File: src/rtl/qspi_eng_pkg.sv
package qspi_eng_pkg;
  typedef enum logic [1:0] {
    XM_SPI  = 2'd0,
    XM_QRD  = 2'd1,
    XM_QWR  = 2'd2,
    XM_QCMD = 2'd3
  } xfer_mode_e;

  typedef struct packed {
    logic       go;
    xfer_mode_e mode;
    logic [1:0] nm1;
  } xfer_req_t;
endpackage

File: src/rtl/qspi_cmd_decode.sv
module qspi_cmd_decode
  import qspi_eng_pkg::*;
#(
  parameter int ADDR_W = 5
) (
  input  logic              wr_en,
  input  logic [ADDR_W-1:0] wr_addr,
  output xfer_req_t         req,
  output logic              ctrl_we
);
  localparam logic [ADDR_W-1:0] CTRL_ADDR = '0;
  localparam int                CMD_PAGE  = 1;

  always_comb begin
    req.go   = wr_en && (int'(wr_addr >> 4) == CMD_PAGE);
    req.mode = xfer_mode_e'(wr_addr[3:2]);
    req.nm1  = wr_addr[1:0];
    ctrl_we  = wr_en && (wr_addr == CTRL_ADDR);
  end
endmodule

File: src/rtl/qspi_cs_ctrl.sv
module qspi_cs_ctrl #(
  parameter int NCS  = 4,
  parameter int CS_W = (NCS > 1) ? $clog2(NCS) : 1
) (
  input  logic            clk,
  input  logic            rst,
  input  logic            ctrl_we,
  input  logic            set_on,
  input  logic            set_own,
  input  logic [CS_W-1:0] set_sel,
  output logic            cs_on,
  output logic            own_req,
  output logic [CS_W-1:0] cs_sel,
  output logic [NCS-1:0]  spi_cs_n
);
  always_ff @(posedge clk) begin
    if (rst) begin
      cs_on   <= 1'b0;
      own_req <= 1'b0;
      cs_sel  <= '0;
    end else if (ctrl_we) begin
      cs_on   <= set_on;
      own_req <= set_own;
      cs_sel  <= set_sel;
    end
  end

  for (genvar g = 0; g < NCS; g++) begin : g_cs
    always_ff @(posedge clk) begin
      if (rst) spi_cs_n[g] <= 1'b1;
      else if (ctrl_we) spi_cs_n[g] <= !(set_on && (int'(set_sel) == g));
    end
  end


  cs_onehot_chk: assert property (@(posedge clk) disable iff (rst)
    $onehot0(~spi_cs_n));

  cs_hold_chk: assert property (@(posedge clk) disable iff (rst)
    !ctrl_we |=> $stable(spi_cs_n));
endmodule

File: src/rtl/qspi_shifter.sv
module qspi_shifter
  import qspi_eng_pkg::*;
#(
  parameter int DATA_W = 32,
  parameter int CNT_W  = $clog2(DATA_W + 1)
) (
  input  logic              clk,
  input  logic              rst,
  input  xfer_req_t         req,
  input  logic [DATA_W-1:0] tx_word,
  input  logic [3:0]        io_in,
  output logic              spi_sck,
  output logic [3:0]        io_out,
  output logic [3:0]        io_oe,
  output logic              busy,
  output logic              cmd_flag,
  output logic [DATA_W-1:0] resp
);
  xfer_mode_e        mode_q;
  logic [CNT_W-1:0]  pulses_left;
  logic [CNT_W-1:0]  nbytes;
  logic [DATA_W-1:0] tx_sh;
  logic [DATA_W-1:0] rx_sh;
  logic              start;
  logic              quad_q;
  logic              cap_q;

  assign start  = req.go && !busy;
  assign nbytes = CNT_W'({1'b0, req.nm1}) + CNT_W'(1);
  assign quad_q = (mode_q != XM_SPI);
  assign cap_q  = (mode_q == XM_SPI) || (mode_q == XM_QRD);

  always_ff @(posedge clk) begin
    if (rst) begin
      busy        <= 1'b0;
      spi_sck     <= 1'b0;
      mode_q      <= XM_SPI;
      pulses_left <= '0;
      tx_sh       <= '0;
      rx_sh       <= '0;
      io_oe       <= 4'b0000;
    end else if (start) begin
      busy        <= 1'b1;
      spi_sck     <= 1'b0;
      mode_q      <= req.mode;
      tx_sh       <= tx_word;
      pulses_left <= (req.mode == XM_SPI) ? (nbytes << 3) : (nbytes << 1);
      unique case (req.mode)
        XM_SPI:  io_oe <= 4'b0001;
        XM_QRD:  io_oe <= 4'b0000;
        default: io_oe <= 4'b1111;
      endcase
      if (req.mode == XM_SPI || req.mode == XM_QRD) rx_sh <= '0;
    end else if (busy) begin
      if (!spi_sck) begin
        spi_sck <= 1'b1;
        if (cap_q) begin
          if (quad_q) rx_sh <= {rx_sh[DATA_W-5:0], io_in};
          else        rx_sh <= {rx_sh[DATA_W-2:0], io_in[1]};
        end
      end else begin
        spi_sck     <= 1'b0;
        tx_sh       <= quad_q ? (tx_sh << 4) : (tx_sh << 1);
        pulses_left <= pulses_left - CNT_W'(1);
        if (pulses_left == CNT_W'(1)) busy <= 1'b0;
      end
    end
  end

  always_comb begin
    unique case (mode_q)
      XM_SPI:  io_out = {3'b000, tx_sh[DATA_W-1]};
      XM_QRD:  io_out = 4'b0000;
      default: io_out = tx_sh[DATA_W-1 -: 4];
    endcase
  end

  assign cmd_flag = busy && (mode_q == XM_QCMD);
  assign resp     = rx_sh;


  sck_idle_chk: assert property (@(posedge clk) disable iff (rst)
    !busy |-> !spi_sck);

  out_hold_chk: assert property (@(posedge clk) disable iff (rst)
    (busy && !spi_sck && !start) |=> $stable(io_out));

  qrd_release_chk: assert property (@(posedge clk) disable iff (rst)
    (busy && mode_q == XM_QRD) |-> (io_oe == 4'b0000));

  qwr_drive_chk: assert property (@(posedge clk) disable iff (rst)
    (busy && (mode_q == XM_QWR || mode_q == XM_QCMD)) |-> (io_oe == 4'b1111));

  ignore_busy_chk: assert property (@(posedge clk) disable iff (rst)
    (busy && req.go) |=> $stable(mode_q));

  cmd_flag_chk: assert property (@(posedge clk) disable iff (rst)
    cmd_flag |-> busy);
endmodule

File: src/rtl/qspi_xfer_engine.sv
module qspi_xfer_engine
  import qspi_eng_pkg::*;
#(
  parameter int ADDR_W = 5,
  parameter int DATA_W = 32,
  parameter int NCS    = 4
) (
  input  logic              clk,
  input  logic              rst,
  input  logic              wr_en,
  input  logic [ADDR_W-1:0] wr_addr,
  input  logic [DATA_W-1:0] wr_data,
  input  logic [ADDR_W-1:0] rd_addr,
  output logic [DATA_W-1:0] rd_data,
  output logic              spi_sck,
  output logic [NCS-1:0]    spi_cs_n,
  output logic [3:0]        io_out,
  output logic [3:0]        io_oe,
  input  logic [3:0]        io_in,
  output logic              own_req,
  output logic              qpi_cmd_flag
);
  localparam int                CS_W      = (NCS > 1) ? $clog2(NCS) : 1;
  localparam int                SEL_LSB   = 4;
  localparam logic [ADDR_W-1:0] CTRL_ADDR = ADDR_W'(0);
  localparam logic [ADDR_W-1:0] RESP_ADDR = ADDR_W'(3);

  xfer_req_t         req;
  logic              ctrl_we;
  logic              cs_on;
  logic [CS_W-1:0]   cs_sel;
  logic              busy;
  logic [DATA_W-1:0] resp;
  logic [DATA_W-1:0] ctrl_view;

  qspi_cmd_decode #(.ADDR_W(ADDR_W)) u_dec (
    .wr_en   (wr_en),
    .wr_addr (wr_addr),
    .req     (req),
    .ctrl_we (ctrl_we)
  );

  qspi_cs_ctrl #(.NCS(NCS), .CS_W(CS_W)) u_cs (
    .clk      (clk),
    .rst      (rst),
    .ctrl_we  (ctrl_we),
    .set_on   (wr_data[1]),
    .set_own  (wr_data[2]),
    .set_sel  (wr_data[SEL_LSB +: CS_W]),
    .cs_on    (cs_on),
    .own_req  (own_req),
    .cs_sel   (cs_sel),
    .spi_cs_n (spi_cs_n)
  );

  qspi_shifter #(.DATA_W(DATA_W)) u_sh (
    .clk      (clk),
    .rst      (rst),
    .req      (req),
    .tx_word  (wr_data),
    .io_in    (io_in),
    .spi_sck  (spi_sck),
    .io_out   (io_out),
    .io_oe    (io_oe),
    .busy     (busy),
    .cmd_flag (qpi_cmd_flag),
    .resp     (resp)
  );

  always_comb begin
    ctrl_view                     = '0;
    ctrl_view[0]                  = busy;
    ctrl_view[1]                  = cs_on;
    ctrl_view[2]                  = own_req;
    ctrl_view[SEL_LSB +: CS_W]    = cs_sel;
  end

  always_ff @(posedge clk) begin
    if (rst) rd_data <= '0;
    else if (rd_addr == CTRL_ADDR) rd_data <= ctrl_view;
    else if (rd_addr == RESP_ADDR) rd_data <= resp;
    else rd_data <= '0;
  end


  busy_start_chk: assert property (@(posedge clk) disable iff (rst)
    (req.go && !busy) |=> busy);
endmodule

File: config.mk
export PLATFORM = sky130hd
export DESIGN_NAME = qspi_xfer_engine
export DESIGN_NICKNAME = d
export VERILOG_FILES = /design/src/rtl/qspi_eng_pkg.sv /design/src/rtl/qspi_cmd_decode.sv /design/src/rtl/qspi_cs_ctrl.sv /design/src/rtl/qspi_shifter.sv /design/src/rtl/qspi_xfer_engine.sv
export SDC_FILE = /design/constraint.sdc
export NUM_CORES = 1
export LEC_CHECK = 0
export BUFFER_PORTS_ARGS = -buffer_cell sky130_fd_sc_hd__clkbuf_2
export CAP_MARGIN = 20
export CORE_AREA = 2 2 130 132
export CTS_BUF_LIST = sky130_fd_sc_hd__clkbuf_8
export DETAILED_ROUTE_END_ITERATION = 8
export DIE_AREA = 0 0 132 134
export HOLD_SLACK_MARGIN = 0.15
export PLACE_DENSITY = 0.54
export RECOVER_POWER = 25
export SLEW_MARGIN = 15
export SYNTH_ARGS = -nofsm -noshare
export SYNTH_HDL_FRONTEND = slang
export SYNTH_SLANG_ARGS = --single-unit
export TNS_END_PERCENT = 30
File: constraint.sdc
create_clock -name clk -period 1.5 [get_ports clk]
set_input_delay 0.075 -clock clk [delete_from_list [all_inputs] [get_ports clk]]
set_output_delay 0.075 -clock clk [all_outputs]
set_load 0.1 [all_outputs]
==> results.txt <==
outcome: completed
die area: 17700 um^2
Die W: 132 um
Data required, critical path: 1420 ps
Synth Cell Area: 5310 um^2
crit path DAT: 1400 ps
# diodes: 0
setup TNS: 0 ps
Hold Vio Cnt, Final: 0
clock sinks: 116
Post-synth EDFFs: 0
Post-synth top cells: dfxtp_1 (116), nand2_1 (58), a21oi_1 (53)
ys flop type: dfxtp_1
Syn-to-layout area delta: 35.9%
Final GP Congestion: 0.804
Worst Hold Depth: 4
Iteration-0 DRC Markers: 370
hold slack: 177 ps
cell count after synthesis: 600
relative slew slack: 0.629
die height: 134 um
Final Util: 0.443
Yosys top cell by area: dfxtp_1
final setup fails: 0
RSZ-0062 raised after global routing: yes
largest net degree at the start of global routing: 93
H-tree Lvls: 4
Max FO, Critical Path: 6
Remaining Overflow, GRT: 0
first-pass GRT wire length: 24200 um
crit path kind: flip-flop to output port
syn nets: 653
Post-DP HPWL: 9140 um
share of layout cells above drive strength 1: 0.287
Initial Util: 0.326
Clk Latency, worst-skew pair: 440 ps
TritonCTS Buffers: 17
CORE AREA: 16300 um^2
Post-route DRC: 0
number of synthesis warnings: 0
Crit. End Element: output port
HP Class: input port to flip-flop
most frequent cell after synthesis: dfxtp_1
vias post-DR: 4894
DRT Pass-1 Iters: 5
Peak Freq: 678 MHz
leak pwr: 2.84 nW
Design Area, Final: 7210 um^2
Total Routing Usage GR: 0.168
final WL: 14800 um
CP Launch Type: flip-flop
Port Buffers: 95
Synth cell types: 51
reg2reg path depth: 4
Synth area leaders: dfxtp_1 (44%), mux2_2 (6.8%), a21oi_1 (5.0%)
Clock Path Buffers: 2
post-DR wirelength/cell: 15.3 um
Vias/cell: 5.08
pwr dens: 989 nW/um^2
clock root buffer: clkbuf_8
sequential area share after synthesis: 0.438
slew at the pin closest to its max-slew limit: 559 ps
maxcap violations: 0
ys async rst share: 0
Worst-path clk slew: 70 ps
minimum clock period: 1480 ps
Placed Instance Area: 6150 um^2
fin crit share: 0.984
fin. max-slew vios: 0
vias in the first global route: 4796
Fin Clk Skew: 9.73 ps
FP Rows: 47
Top Ports: 96
CTS tree: built
post-route ant nets: 0
antenna violations before repair: 0
mean post-synth cell area: 8.84 um^2
Synth top area share: 0.438
Synth Register Bits: 116
Worst IR Drop VDD: 632 uV
Layout Nets: 784
-- routing by layer --
metal  track usage  part of all wire  vias up
met1         0.219              0.47     2328
met3        0.0442             0.046       13
met2         0.270              0.47      141
li1              -                 -     2412
met4        0.0562             0.013        0
met5             0                 0        -
-- placed cells by master (no fill, tap or decap), drive strengths merged, types with 21 or more instances in the layout --
cell,n
mux2,32
buf,39
dfxtp,116
nand3,43
and2,31
o21a,22
clkbuf,113
dlygate4sd3,42
nand2,59
a21oi,53
a211oi,26
o21ai,21
-- area by class of cell --
type | count | area, um^2
clock buffer | 20 | 275
inverter | 10 | 37.5
clock inverter | 11 | 134
fill | 1635 | 9080
timing repair buffer | 176 | 1470
sequential | 116 | 2330
multi-input combinational | 410 | 2680
tap | 220 | 275
-- where the power goes --
group	switching, mW	internal, mW
clock network	1.27	1.74
logic	0.481	0.396
registers	0.0797	3.16
-- path summary, 6_finish.rpt --
check | start | end | slack [ps]
max | u_sh.mode_q[1] | io_out[0] | 20
max reg2reg | u_sh.mode_q[1] | u_sh.tx_sh[30] | 50
min | wr_data[9] | u_sh.tx_sh[9] | 180
min reg2reg | u_sh.resp[31] | u_sh.resp[31] | 470
-- critical path: stages (launching register included) --
cell and delay [ps]:
dfxtp_4 360, buf_12 130, nand2b_4 140, o21ai_4 150, buf_12 190
-- per-stage QoR --
step	std cells	total power, mW	setup slack, ps
after floorplan	600	3.77	-103
after global placement	876	4.01	69.5
after detailed placement	876	4.02	33.6
after CTS	957	7.15	-25.1
after global routing	963	7.41	-36.8
final	963	7.13	24.4
-- registers in the layout (all words and copies together), names as in the netlist --
signal            count
u_sh.tx_sh           32
u_cs.cs_on            1
u_sh.io_oe            2
u_cs.spi_cs_n         4
u_sh.mode_q           2
u_sh.spi_sck          1
u_cs.cs_sel           2
u_cs.own_req          1
rd_data              32
u_sh.busy             1
u_sh.pulses_left      6
u_sh.resp            32
-- timing repair --
action,in CTS,in global routing
buffers inserted,6,4
hold buffers,42,0
gates cloned,2,2
gates resized for setup,10,9
endpoints found under the setup margin,5,31
endpoints found under the hold margin,59,0
pin swaps,2,1
-- cells by family (layout without fill, tap and decap cells) --
group / count (synthesis) / after routing / share of synthesized area
and+or+nand+nor: 208 / 208 / 0.211
AOI/OAI and AO/OA: 163 / 163 / 0.203
DFF: 116 / 116 / 0.438
buffers and inverters: 74 / 217 / 0.0658
muxes: 34 / 34 / 0.0717
adders and majority gates: 4 / 4 / 0.00943
xor gates and xnor gates: 1 / 1 / 0.00165
Power figures use the tool's default switching activity.
